==> config.mk <==
export PLATFORM = sky130hd
export DESIGN_NAME = cfgbus_slave
export DESIGN_NICKNAME = d
export VERILOG_FILES = /design/src/rtl/cfgbus_pkg.sv /design/src/rtl/cfgbus_line_sync.sv /design/src/rtl/cfgbus_idle_mon.sv /design/src/rtl/cfgbus_engine.sv /design/src/rtl/cfgbus_commit.sv /design/src/rtl/cfgbus_slave.sv
export SDC_FILE = /design/constraint.sdc
export NUM_CORES = 1
export LEC_CHECK = 0
export ABC_CLOCK_PERIOD_IN_PS = 4590
export BUFFER_PORTS_ARGS = -buffer_cell sky130_fd_sc_hd__buf_2
export CORE_ASPECT_RATIO = 0.75
export CORE_MARGIN = 2
export CORE_UTILIZATION = 55
export CTS_CLUSTER_SIZE = 25
export DETAILED_ROUTE_END_ITERATION = 8
export PLACE_DENSITY = 0.76
export SLEW_MARGIN = 20
export SYNTH_ARGS = -nofsm -noshare
export SYNTH_HDL_FRONTEND = slang
export SYNTH_SLANG_ARGS = --single-unit
export TNS_END_PERCENT = 20
==> constraint.sdc <==
create_clock -name clk -period 4.59 [get_ports clk]
set_input_delay 0.6885 -clock clk [delete_from_list [all_inputs] [get_ports clk]]
set_output_delay 0.6885 -clock clk [all_outputs]
set_load 0.05 [all_outputs]
==> src/rtl/cfgbus_pkg.sv <==
package cfgbus_pkg;

    localparam int BYTE_W       = 8;
    localparam int STRAP_W      = 4;
    localparam int BITCNT_W     = $clog2(BYTE_W + 1);
    localparam logic [2:0] ID_HIGH = 3'b101;
    localparam logic [BYTE_W-1:0] RESTORE_REG  = 8'h00;
    localparam logic [BYTE_W-1:0] RESTORE_CODE = 8'h01;

    typedef enum logic [2:0] {
        PH_IDLE,
        PH_RX,
        PH_ACK,
        PH_TX,
        PH_WAIT
    } phase_e;

    typedef enum logic [1:0] {
        BY_DEV,
        BY_PTR,
        BY_DATA,
        BY_EXTRA
    } byte_e;

    typedef struct packed {
        logic start;
        logic stop;
        logic rise;
        logic fall;
        logic sda;
    } bus_ev_t;

    typedef struct packed {
        logic [BYTE_W-1:0] ptr;
        logic [BYTE_W-1:0] data;
    } wr_req_t;

    function automatic logic [6:0] dev_id(input logic [STRAP_W-1:0] strap);
        return {ID_HIGH, strap};
    endfunction

    function automatic logic is_restore(input wr_req_t r);
        return (r.ptr == RESTORE_REG) && (r.data == RESTORE_CODE);
    endfunction

endpackage

==> src/rtl/cfgbus_line_sync.sv <==
module cfgbus_line_sync
    import cfgbus_pkg::*;
#(
    parameter int DEPTH = 2
) (
    input  logic    clk,
    input  logic    rst,
    input  logic    scl_i,
    input  logic    sda_i,
    output bus_ev_t ev,
    output logic    scl_lvl,
    output logic    sda_lvl
);

    logic [DEPTH-1:0] scl_pipe;
    logic [DEPTH-1:0] sda_pipe;
    logic             scl_q;
    logic             sda_q;

    always_ff @(posedge clk) begin
        if (rst) begin
            scl_pipe <= '1;
            sda_pipe <= '1;
            scl_q    <= 1'b1;
            sda_q    <= 1'b1;
        end else begin
            scl_pipe <= {scl_pipe[DEPTH-2:0], scl_i};
            sda_pipe <= {sda_pipe[DEPTH-2:0], sda_i};
            scl_q    <= scl_pipe[DEPTH-1];
            sda_q    <= sda_pipe[DEPTH-1];
        end
    end

    assign scl_lvl = scl_pipe[DEPTH-1];
    assign sda_lvl = sda_pipe[DEPTH-1];

    always_comb begin
        ev.start = scl_lvl & scl_q & sda_q & ~sda_lvl;
        ev.stop  = scl_lvl & scl_q & ~sda_q & sda_lvl;
        ev.rise  = scl_lvl & ~scl_q;
        ev.fall  = ~scl_lvl & scl_q;
        ev.sda   = sda_lvl;
    end

endmodule

==> src/rtl/cfgbus_idle_mon.sv <==
module cfgbus_idle_mon #(
    parameter int TBUF_CYC  = 16,
    parameter int THIGH_CYC = 64
) (
    input  logic clk,
    input  logic rst,
    input  logic scl_lvl,
    input  logic sda_lvl,
    input  logic start_det,
    input  logic stop_det,
    output logic bus_idle
);

    localparam int CW = $clog2(THIGH_CYC + 1);
    localparam logic [CW-1:0] TBUF_LIM  = CW'(TBUF_CYC);
    localparam logic [CW-1:0] THIGH_LIM = CW'(THIGH_CYC);

    logic [CW-1:0] high_cnt;
    logic          after_stop;
    logic          both_high;

    assign both_high = scl_lvl & sda_lvl;

    always_ff @(posedge clk) begin
        if (rst) begin
            high_cnt   <= '0;
            after_stop <= 1'b1;
            bus_idle   <= 1'b0;
        end else begin
            if (stop_det) begin
                after_stop <= 1'b1;
            end else if (start_det) begin
                after_stop <= 1'b0;
            end
            if (!both_high) begin
                high_cnt <= '0;
            end else if (high_cnt != THIGH_LIM) begin
                high_cnt <= high_cnt + 1'b1;
            end
            bus_idle <= both_high &&
                        ((after_stop && high_cnt >= TBUF_LIM) || high_cnt >= THIGH_LIM);
        end
    end

endmodule

==> src/rtl/cfgbus_engine.sv <==
module cfgbus_engine
    import cfgbus_pkg::*;
(
    input  logic               clk,
    input  logic               rst,
    input  logic               en,
    input  bus_ev_t            ev,
    input  logic [STRAP_W-1:0] strap,
    input  logic               bus_idle,
    input  logic [BYTE_W-1:0]  rd_data,
    output logic               sda_oe,
    output logic [BYTE_W-1:0]  ptr,
    output wr_req_t            req,
    output logic               commit_req
);

    phase_e              phase;
    byte_e               which;
    logic [BITCNT_W-1:0] bitcnt;
    logic [BYTE_W-1:0]   rx_sh;
    logic [BYTE_W-1:0]   tx_sh;
    logic                ptr_ok;
    logic                pending;
    logic                rd_go;
    logic [BYTE_W-1:0]   data_q;
    logic                id_match;

    assign id_match = (rx_sh[BYTE_W-1:1] == dev_id(strap));
    assign req.ptr  = ptr;
    assign req.data = data_q;

    always_ff @(posedge clk) begin
        if (rst || !en) begin
            phase      <= PH_IDLE;
            which      <= BY_DEV;
            bitcnt     <= '0;
            rx_sh      <= '0;
            tx_sh      <= '0;
            ptr_ok     <= 1'b0;
            pending    <= 1'b0;
            rd_go      <= 1'b0;
            sda_oe     <= 1'b0;
            commit_req <= 1'b0;
            if (rst) begin
                ptr    <= '0;
                data_q <= '0;
            end
        end else begin
            commit_req <= 1'b0;
            if (bus_idle && phase != PH_IDLE) begin
                phase   <= PH_IDLE;
                sda_oe  <= 1'b0;
                pending <= 1'b0;
                ptr_ok  <= 1'b0;
                rd_go   <= 1'b0;
            end else if (ev.stop) begin
                commit_req <= pending;
                pending    <= 1'b0;
                ptr_ok     <= 1'b0;
                rd_go      <= 1'b0;
                phase      <= PH_IDLE;
                sda_oe     <= 1'b0;
            end else if (ev.start) begin
                phase   <= PH_RX;
                which   <= BY_DEV;
                bitcnt  <= '0;
                sda_oe  <= 1'b0;
                pending <= 1'b0;
                rd_go   <= 1'b0;
            end else begin
                unique case (phase)
                    PH_RX: begin
                        if (ev.rise) begin
                            rx_sh  <= {rx_sh[BYTE_W-2:0], ev.sda};
                            bitcnt <= bitcnt + 1'b1;
                        end else if (ev.fall && bitcnt == BITCNT_W'(BYTE_W)) begin
                            bitcnt <= '0;
                            unique case (which)
                                BY_DEV: begin
                                    if (id_match && !rx_sh[0]) begin
                                        phase  <= PH_ACK;
                                        sda_oe <= 1'b1;
                                        which  <= BY_PTR;
                                    end else if (id_match && ptr_ok) begin
                                        phase  <= PH_ACK;
                                        sda_oe <= 1'b1;
                                        rd_go  <= 1'b1;
                                    end else begin
                                        phase  <= PH_WAIT;
                                    end
                                end
                                BY_PTR: begin
                                    ptr    <= rx_sh;
                                    ptr_ok <= 1'b1;
                                    phase  <= PH_ACK;
                                    sda_oe <= 1'b1;
                                    which  <= BY_DATA;
                                end
                                BY_DATA: begin
                                    data_q  <= rx_sh;
                                    pending <= 1'b1;
                                    phase   <= PH_ACK;
                                    sda_oe  <= 1'b1;
                                    which   <= BY_EXTRA;
                                end
                                default: begin
                                    phase <= PH_WAIT;
                                end
                            endcase
                        end
                    end
                    PH_ACK: begin
                        if (ev.fall) begin
                            bitcnt <= '0;
                            if (rd_go) begin
                                rd_go  <= 1'b0;
                                phase  <= PH_TX;
                                tx_sh  <= rd_data;
                                sda_oe <= ~rd_data[BYTE_W-1];
                            end else begin
                                phase  <= PH_RX;
                                sda_oe <= 1'b0;
                            end
                        end
                    end
                    PH_TX: begin
                        if (ev.rise) begin
                            bitcnt <= bitcnt + 1'b1;
                        end else if (ev.fall) begin
                            if (bitcnt == BITCNT_W'(BYTE_W)) begin
                                sda_oe <= 1'b0;
                                phase  <= PH_WAIT;
                            end else begin
                                tx_sh  <= {tx_sh[BYTE_W-2:0], 1'b0};
                                sda_oe <= ~tx_sh[BYTE_W-2];
                            end
                        end
                    end
                    default: begin
                        sda_oe <= 1'b0;
                    end
                endcase
            end
        end
    end

endmodule

==> src/rtl/cfgbus_commit.sv <==
module cfgbus_commit
    import cfgbus_pkg::*;
(
    input  logic              clk,
    input  logic              rst,
    input  logic              en,
    input  logic              commit_req,
    input  wr_req_t           req,
    input  logic              ro,
    output logic              wr_en,
    output logic [BYTE_W-1:0] wr_data,
    output logic              restore
);

    always_ff @(posedge clk) begin
        if (rst) begin
            wr_en   <= 1'b0;
            wr_data <= '0;
            restore <= 1'b0;
        end else begin
            wr_en   <= 1'b0;
            restore <= 1'b0;
            if (en && commit_req) begin
                wr_data <= req.data;
                if (is_restore(req)) begin
                    restore <= 1'b1;
                end else if (!ro) begin
                    wr_en <= 1'b1;
                end
            end
        end
    end

endmodule

==> src/rtl/cfgbus_slave.sv <==
module cfgbus_slave
    import cfgbus_pkg::*;
#(
    parameter int SYNC_DEPTH = 2,
    parameter int TBUF_CYC   = 16,
    parameter int THIGH_CYC  = 64
) (
    input  logic               clk,
    input  logic               rst,
    input  logic               en_strap,
    input  logic [STRAP_W-1:0] addr_strap,
    input  logic               scl_i,
    input  logic               sda_i,
    output logic               sda_oe,
    output logic [BYTE_W-1:0]  reg_addr,
    output logic               reg_wr_en,
    output logic [BYTE_W-1:0]  reg_wr_data,
    input  logic [BYTE_W-1:0]  reg_rd_data,
    input  logic               reg_ro,
    output logic               cfg_restore,
    output logic               bus_idle
);

    bus_ev_t ev;
    logic    scl_s;
    logic    sda_s;
    logic    stop_seen;
    wr_req_t req;
    logic    commit_req;

    cfgbus_line_sync #(.DEPTH(SYNC_DEPTH)) u_sync (
        .clk     (clk),
        .rst     (rst),
        .scl_i   (scl_i),
        .sda_i   (sda_i),
        .ev      (ev),
        .scl_lvl (scl_s),
        .sda_lvl (sda_s)
    );

    assign stop_seen = ev.stop;

    cfgbus_idle_mon #(.TBUF_CYC(TBUF_CYC), .THIGH_CYC(THIGH_CYC)) u_idle (
        .clk       (clk),
        .rst       (rst),
        .scl_lvl   (scl_s),
        .sda_lvl   (sda_s),
        .start_det (ev.start),
        .stop_det  (ev.stop),
        .bus_idle  (bus_idle)
    );

    cfgbus_engine u_eng (
        .clk        (clk),
        .rst        (rst),
        .en         (en_strap),
        .ev         (ev),
        .strap      (addr_strap),
        .bus_idle   (bus_idle),
        .rd_data    (reg_rd_data),
        .sda_oe     (sda_oe),
        .ptr        (reg_addr),
        .req        (req),
        .commit_req (commit_req)
    );

    cfgbus_commit u_commit (
        .clk        (clk),
        .rst        (rst),
        .en         (en_strap),
        .commit_req (commit_req),
        .req        (req),
        .ro         (reg_ro),
        .wr_en      (reg_wr_en),
        .wr_data    (reg_wr_data),
        .restore    (cfg_restore)
    );

endmodule

After elaboration in Yosys (flattened, before gate mapping). Index checks and enable logic that the tools add are counted.

Muxes and demuxes: 66. Eq/ne operators: 37. Reductions and logical operators: 46. Add/sub/neg operators: 2. Magnitude comparators: 2. Bitwise operators: 20.

Operators with widths (count): 2-to-1 mux 8 bit (17); 2-to-1 mux 7 bit (5); AND reduction 7 bit (5); 2-to-1 mux 3 bit (8); inequality test 2 x 1 -> 1 bit, second input constant (11); 2-to-1 mux 4 bit (5); 2-to-1 mux 1 bit (17); AND reduction 8 bit (2); nonzero test 2 bit (8); inequality test 3 x 2 -> 1 bit, second input constant (5); case mux 7 bit (2 select lines) (1); 2-to-1 mux 2 bit (6); inequality test 2 bit, second input constant (6); inequality test 3 bit, second input constant (4); inverter 1 bit (12); case mux 4 bit (3 select lines) (1); AND reduction 5 bit (2); case mux 3 bit (3 select lines) (1); AND reduction 9 bit (1); OR reduction 3 bit (3); bitwise AND 1 bit (8); equality test 8 x 1 -> 1 bit, second input constant (1); logical AND 1 bit (8); logical NOT 8 bit (1); 26 further kinds (35).

Input port bits: 18. Flip-flop bits (word level): 70. Output and inout port bits: 20.

Logic depth before layout (Yosys ltp). Gate-level depths: netlist (run 1).

Word-level depth: 10. Mapped depth: 8. Depth with buffers taken out: 7.

Hierarchy. From an unflattened synthesis (run 1), not the netlist that was laid out.

Cells, all modules: 340. Area total of the unflattened synthesis: 3263.1 um^2.

By module, submodules not included: cfgbus_engine (seq. area each 1061.0 um^2, cells each 236, instances 1, area an instance 2280.9 um^2); cfgbus_idle_mon (seq. area each 180.2 um^2, cells each 42, instances 1, area an instance 392.9 um^2); cfgbus_commit (seq. area each 200.2 um^2, cells each 45, instances 1, area an instance 391.6 um^2); cfgbus_line_sync (seq. area each 120.1 um^2, cells each 17, instances 1, area an instance 197.7 um^2).

Worst setup path before layout (run 1). OpenSTA, ideal clock, no wires.

Path kind: flip-flop to flip-flop. Start point: reg u_eng.phase[1]. End point: reg u_eng.tx_sh[3]. Cell stages (with the launch flop): 8. Path slack: 2696 ps. Setup time: 88 ps. Arrival: 1806 ps. Path buffers: 2. Data required time: 4502 ps. Path through: dfxtp_1 buf_4 nand2b_4 or3b_4 a2111oi_4 buf_6 nor2_1 a311oi_2.

Word-level cells in the longest chain between the ends: 4. Elaborated cells between the ends (all ways): 13.

RTL lines: start: declaration (line cfgbus_engine.sv:17) `phase_e phase;`; start signal: assignment (line cfgbus_engine.sv:34) `phase <= PH_IDLE;`; start signal: assignment (line cfgbus_engine.sv:51) `phase <= PH_IDLE;`; start signal: assignment (line cfgbus_engine.sv:61) `phase <= PH_IDLE;`; parallel branches: the longest is 4 deep, another holds AND reduction 9 bit; end signal: assignment (line cfgbus_engine.sv:118) `tx_sh <= rd_data;`; end signal: assignment (line cfgbus_engine.sv:134) `tx_sh <= {tx_sh[BYTE_W-2:0], 1'b0};`; end: declaration (line cfgbus_engine.sv:21) `logic [BYTE_W-1:0] tx_sh;`.

Several ways; the timed one is not identified. A chain may end at the register's enable or synchronous reset.

Worst setup path after layout (run 1).
Start point: reg u_eng.phase[1]. End point: reg u_eng.tx_sh[1].

Same word-level chain as after synthesis.

==> results.cfg, run 1 <==
[timing]
worst_pin_slew_ps = 990
fin_crit_sh = 0.520
fin_ws_ps = 2200
min_period_ps = 2390
rsz0062_at_grt = false
finalSetupViolations = 0
clock.fmax_mhz = 419
setup_tns_ps = 0
maxSlewHeadroom = 0.338
hold_viol = 0
drv_slew = 0
hold_slack_ps = 423
fin_skew_ps = 9.69

[yosys]
ys_seq_elements = 70
syn-num-nets = 363
synth_compound_area_frac = 0.127
avgSynthCellArea_sq_um = 9.56
synth_mux_area_frac = 0.0248
synth.distinct_cells = 54
synth_top_family_by_area = simple AND/OR/NAND/NOR gates
synth_xor_area_frac = 0.0272
synthAdderAreaFrac = 0.0311
synth-main-ff-cell = dfxtp_1
synth_simple_gate_area_frac = 0.248
syn_area_sq_mm = 0.00322
synthArstFlopShare = 0
yosys_warnings = 0
ys_seq_area_frac = 0.484
synth-edff-count = 16
synthCells = 337

[clock_network]
htree_num_levels = 3
clk-insertion-delay-late_ps = 340
cts_buffer_depth = 2
cts_setup_buffers = 0
holdBufCountCts = 0
cts_tree = yes
cts_root_buffer = clkbuf_8
ctsResizeCount = 0
clock_sinks = 70
cts_made_buffers = 9
path_clk_slew_ps = 70

[setup_path]
r2r_slack_ps = 2200
path_cells = nand2b_4, or3b_4, a2111oi_4, nor2_1, a311oi_1
cp-startpoint = u_eng.phase[1]$_SDFFE_PP0P_
crit_slowest_cell = a2111oi_4
critical_path_class = flip-flop to flip-flop
end_kind = flip-flop
cp-start-kind = flip-flop
arrival_ps = 2620
r2r_cells = 5
cp_max_fo = 14
reg2reg_to = u_eng.tx_sh[1]$_SDFFE_PN0P_
r2r_start = u_eng.phase[1]$_SDFFE_PP0P_
slowest_delay_ps = 760
crit_required_ps = 4820

[final_layout]
multi_input_area_sq_mm = 0.00148
fin_nets = 388
most-common-layout-cells = 54 x dfxtp_1, 37 x nor2_1, 37 x buf_2
antenna_cells = 0
final_area_sq_mm = 0.00354
mostFrequentLayoutCell = dfxtp_1
seqCellArea_sq_mm = 0.00156
area_growth_pct = 9.78
finalNonFillerCells = 445
drive_gt1_frac = 0.180
fill_cells = 516

[status]
status = finished clean

[power_and_ir_drop]
seq_power_share = 0.565
leakage_nw = 1.34
vdd_drop_max_mv = 0.182
pwr-share-comb = 0.052
switching_share = 0.231
p_sw_mw = 0.264
power_density_mw_per_mm2 = 323
p_int_mw = 0.880
clkPwrFrac = 0.383

[routing]
viasPerCell = 5.57
drt-pass1-iter-count = 5
routed_wirelength_um = 6550
wl_per_cell_um = 14.7
routed-via-count = 2480
post-route-drc-count = 0
final_antenna_net_count = 0
drt_iter0_drc = 269

[floorplanning]
core_area_sq_mm = 0.00574
pin_count = 38
start_util = 0.562
die_w_um = 92.4
die-area_sq_mm = 0.00649
fp-row-count = 24
die-height_um = 70.3

[global_route]
antenna_found_initial = 0
grt_max_degree = 22
grt_overflow = 0
grt_use_total = 0.214
grt_pass1_wl_um = 10900
first_global_vias = 2271

[run]
drv_cap = 0

[place]
place_ws_ps = 2150
dp_cells = 429
gp_congestion = 0.891
io_buffers = 37
place.detailed.hpwl_um = 4690
dpl-instance-area_sq_mm = 0.00336

[min_path]
hold_start = u_sync.sda_pipe[0]$_SDFF_PP1_
min_to = u_sync.sda_pipe[1]$_SDFF_PP1_
worstHoldPathCells = 1
hold_path_class = flip-flop to flip-flop
-- layout make-up --
| cell class | count | area share |
|---|---|---|
| Clock inverter | 4 | 0.00636 |
| Inverter | 10 | 0.0106 |
| Multi-Input combinational cell | 234 | 0.418 |
| Clock buffer | 12 | 0.0438 |
| Sequential cell | 70 | 0.441 |
| Timing Repair Buffer | 37 | 0.0523 |
| Tap cell | 78 | 0.0276 |
-- state kept, by name (all words and copies together), names as in the netlist, 2 cells and up --
signal,cells
u_idle.high_cnt,7
u_eng.data_q,8
u_eng.rx_sh,8
u_sync.scl_pipe,2
u_sync.sda_pipe,2
u_commit.wr_data,8
u_eng.tx_sh,7
u_eng.bitcnt,4
u_eng.phase,3
u_eng.ptr,8
u_eng.which,2
-- worst max-delay path by stage --
| stage | to | depth (start not counted) |
|---|---|---|
| after global placement | u_eng.sda_oe$_SDFFE_PP0P_ | 4 |
| after detailed placement | u_eng.sda_oe$_SDFFE_PP0P_ | 4 |
| final | u_eng.tx_sh[1]$_SDFFE_PN0P_ | 5 |
| after CTS | u_eng.tx_sh[1]$_SDFFE_PN0P_ | 5 |
| after floorplan | u_eng.tx_sh[3]$_SDFFE_PN0P_ | 7 |
| after global routing | u_eng.tx_sh[1]$_SDFFE_PN0P_ | 5 |
-- worst max-delay path: cells and delay by family, from the launching register on --
family / cells / cell delay (ps)
compound gates: 2 / 1050
flops: 1 / 590
simple gates: 3 / 640
-- synthesized netlist by cell type, types with 9 or more instances --
master | number | share of area
nand2_1 | 27 | 0.031
nand3_1 | 21 | 0.033
inv_1 | 10 | 0.012
nor3_1 | 10 | 0.016
a21oi_1 | 20 | 0.031
clkbuf_1 | 9 | 0.010
nor2_1 | 37 | 0.043
buf_4 | 9 | 0.021
dfxtp_1 | 54 | 0.34
edfxtp_1 | 16 | 0.15
-- metrics by stage --
| step | util | power, mW |
|---|---|---|
| floorplan | - | 0.703 |
| global placement | 0.586 | 0.717 |
| detailed placement | 0.586 | 0.719 |
| CTS | 0.617 | 1.15 |
| global route | 0.617 | 1.19 |
| finish | 0.617 | 1.14 |
-- kinds of logic (layout without fill, tap and decap cells) --
family / after synthesis / after routing
compound gates: 57 / 57
fa+ha+maj: 8 / 8
flops: 70 / 70
simple gates: 151 / 151
buf+inv: 33 / 63
mux: 8 / 8
xor+xnor: 10 / 10
-- routing by layer --
layer | part of all wire | wire length (um) | global-route usage
met1 | 0.50 | 3290 | 0.319
met2 | 0.42 | 2730 | 0.291
met3 | 0.073 | 476 | 0.0604
met4 | 0.0073 | 48 | 0.0829
met5 | 0 | 0 | 0
-- power groups by stage --
stage	logic [mW]	clock network (mW)	registers, mW
final	0.0593	0.438	0.647
after floorplan	0.0460	0	0.657
after detailed placement	0.0587	0	0.660
after global routing	0.0657	0.473	0.647
after global placement	0.0575	0	0.659
after CTS	0.0590	0.447	0.646
(Power assumes the default switching activity.)
==> inputs of run 2 (changes only) <==
--- a/config.mk
+++ b/config.mk
@@ -5,14 +5,14 @@
 export SDC_FILE = /design/constraint.sdc
 export NUM_CORES = 1
 export LEC_CHECK = 0
-export ABC_CLOCK_PERIOD_IN_PS = 4590
+export ABC_CLOCK_PERIOD_IN_PS = 2000
 export BUFFER_PORTS_ARGS = -buffer_cell sky130_fd_sc_hd__buf_2
 export CORE_ASPECT_RATIO = 0.75
 export CORE_MARGIN = 2
-export CORE_UTILIZATION = 55
+export CORE_UTILIZATION = 52
 export CTS_CLUSTER_SIZE = 25
 export DETAILED_ROUTE_END_ITERATION = 8
-export PLACE_DENSITY = 0.76
+export PLACE_DENSITY = 0.75
 export SLEW_MARGIN = 20
 export SYNTH_ARGS = -nofsm -noshare
 export SYNTH_HDL_FRONTEND = slang
==> constraint.sdc (replaced) <==
create_clock -name clk -period 2 [get_ports clk]
set_input_delay 0.3 -clock clk [delete_from_list [all_inputs] [get_ports clk]]
set_output_delay 0.3 -clock clk [all_outputs]
set_load 0.05 [all_outputs]
==> run 2 against run 1 <==
Fmax increased by 26%. Combinational power grew to 2.7 times the previous value. Highest routed layer unchanged. Clock power rose to 2.9 times the previous value. Power grew to 2.5 times the previous value. Largest cell class unchanged. Via count is 6.6% higher. Final cell count grew 5.4%. Cell area up 7.0%.
==> results.cfg, run 2 (synthesized netlist as in run 1, its figures left out) <==
[final_layout]
final_area_sq_mm = 0.00379
drive_gt1_frac = 0.238
finalNonFillerCells = 469
antenna_cells = 0
area_growth_pct = 17.5
mostFrequentLayoutCell = dfxtp_1
most-common-layout-cells = 53 x dfxtp_1, 37 x nor2_1, 37 x buf_2
fin_nets = 412

[clock_network]
cts_buffer_depth = 2
cts_made_buffers = 9
cts_root_buffer = clkbuf_8
cts_tree = yes
htree_num_levels = 3
clk-insertion-delay-late_ps = 350
clock_sinks = 70
cts_setup_buffers = 0
path_clk_slew_ps = 70

[place]
dp_cells = 453
gp_congestion = 0.956
dpl-instance-area_sq_mm = 0.00354
io_buffers = 37
place.detailed.hpwl_um = 5080

[floorplanning]
die_w_um = 94.9
fp-row-count = 24
die-height_um = 72.2
pin_count = 38
start_util = 0.548
core_area_sq_mm = 0.00589
die-area_sq_mm = 0.00685

[global_route]
met1_usage = 0.307
grt_util_met3 = 0.0789
first_global_vias = 2482
grt_pass1_wl_um = 11700
antenna_found_initial = 0
met2_usage = 0.332
grt_max_degree = 21
top_usage_layer = met2
grt_overflow = 0
grt_use_total = 0.224

[run]
drv_cap = 0

[power_and_ir_drop]
power_density_mw_per_mm2 = 762
switching_share = 0.221
leakage_nw = 1.47
seq_power_share = 0.514
finalPower_mw = 2.88
p_int_mw = 2.25
clkPwrFrac = 0.432
p_sw_mw = 0.637
vdd_drop_max_mv = 0.373
pwr-share-comb = 0.055

[routing]
drt_iter0_drc = 203
drt-pass1-iter-count = 6
routed-via-count = 2644
post-route-drc-count = 0
viasPerCell = 5.64
final_antenna_net_count = 0
wl_per_cell_um = 15.2
routed_wirelength_um = 7130

[setup_path]
cp-startpoint = u_eng.bitcnt[1]$_SDFFE_PN0P_
arrival_ps = 2150
critical_path_class = flip-flop to flip-flop
r2r_start = u_eng.bitcnt[1]$_SDFFE_PN0P_
cp-start-kind = flip-flop
cp_max_fo = 7
crit_required_ps = 2250
end_kind = flip-flop

[timing]
fin_skew_ps = 7.60
rsz0062_at_grt = true
maxSlewHeadroom = 0.635
hold_viol = 0
fin_crit_sh = 0.950
min_period_ps = 1900
finalSetupViolations = 0
worst_pin_slew_ps = 542
drv_slew = 0
clock.fmax_mhz = 526

[min_path]
hold_start = reg_ro
hold_path_class = input pin to flip-flop

[status]
status = finished clean
run 2: cell count changes in the layout (fill, tap and decap cells not counted), moves of 2 or more:
cell / change
a41o_1: -2
a41o_2: +2
buf_4: +23
clkbuf_16: +2
clkbuf_8: -2
clkinv_2: -3
run 2: final timing paths:
| check | end | slack (ps) | cells after the start |
|---|---|---|---|
| worst max-delay path | u_eng.bitcnt[3]$_SDFFE_PN0P_ | 100 | 8 |
| worst min-delay path | u_commit.wr_en$_SDFF_PP0_ | 120 | 2 |
| worst max register to register | u_eng.bitcnt[3]$_SDFFE_PN0P_ | 100 | 8 |
| worst min register to register | u_sync.scl_pipe[1]$_SDFF_PP1_ | 430 | 1 |
run 2: repair_timing:
item	in CTS	in global routing
gates resized for setup	0	6
endpoints found under the setup margin	0	24
hold buffers	0	0
hold endpoints to repair	0	0
run 2: worst max-delay path, cell delays in order (launching register included):
cell,delay (ps)
dfxtp_1,340
inv_1,60
ha_1,140
nand3b_1,130
buf_4,190
nor3_1,210
o31a_1,250
nand3_1,170
o41ai_1,320
run 2: power by group through the flow:
stage | Combinational, mW | Sequential, mW | Clock [mW]
after detailed placement | 0.154 | 1.51 | 0
final | 0.158 | 1.48 | 1.25
after floorplan | 0.106 | 1.51 | 0
after CTS | 0.156 | 1.48 | 1.27
after global placement | 0.151 | 1.51 | 0
after global routing | 0.173 | 1.48 | 1.33
run 2: metrics by stage:
stage | setup TNS, ps | setup WS (ps) | hold WS (ps) | utilization
floorplan | 0 | 106 | 376 | -
global placement | 0 | 155 | 398 | 0.602
detailed placement | 0 | 31.3 | 406 | 0.602
CTS | 0 | 43.9 | 103 | 0.640
global route | -37.4 | -37.4 | 105 | 0.643
finish | 0 | 99.3 | 116 | 0.643
run 2: per-layer routing:
| metal | share of wire | vias up |
|---|---|---|
| met4 | 0.022 | 0 |
| li1 | - | 1289 |
| met2 | 0.43 | 103 |
| met5 | 0 | - |
| met3 | 0.079 | 20 |
| met1 | 0.47 | 1232 |
run 2: area by class of cell:
class	count	area [sq um]
multi-input combinational	234	1490
fill	521	2100
clock buffer	12	178
sequential	70	1560
clock inverter	4	50.0
timing repair buffer	61	369
inverter	10	37.5
tap	78	97.6
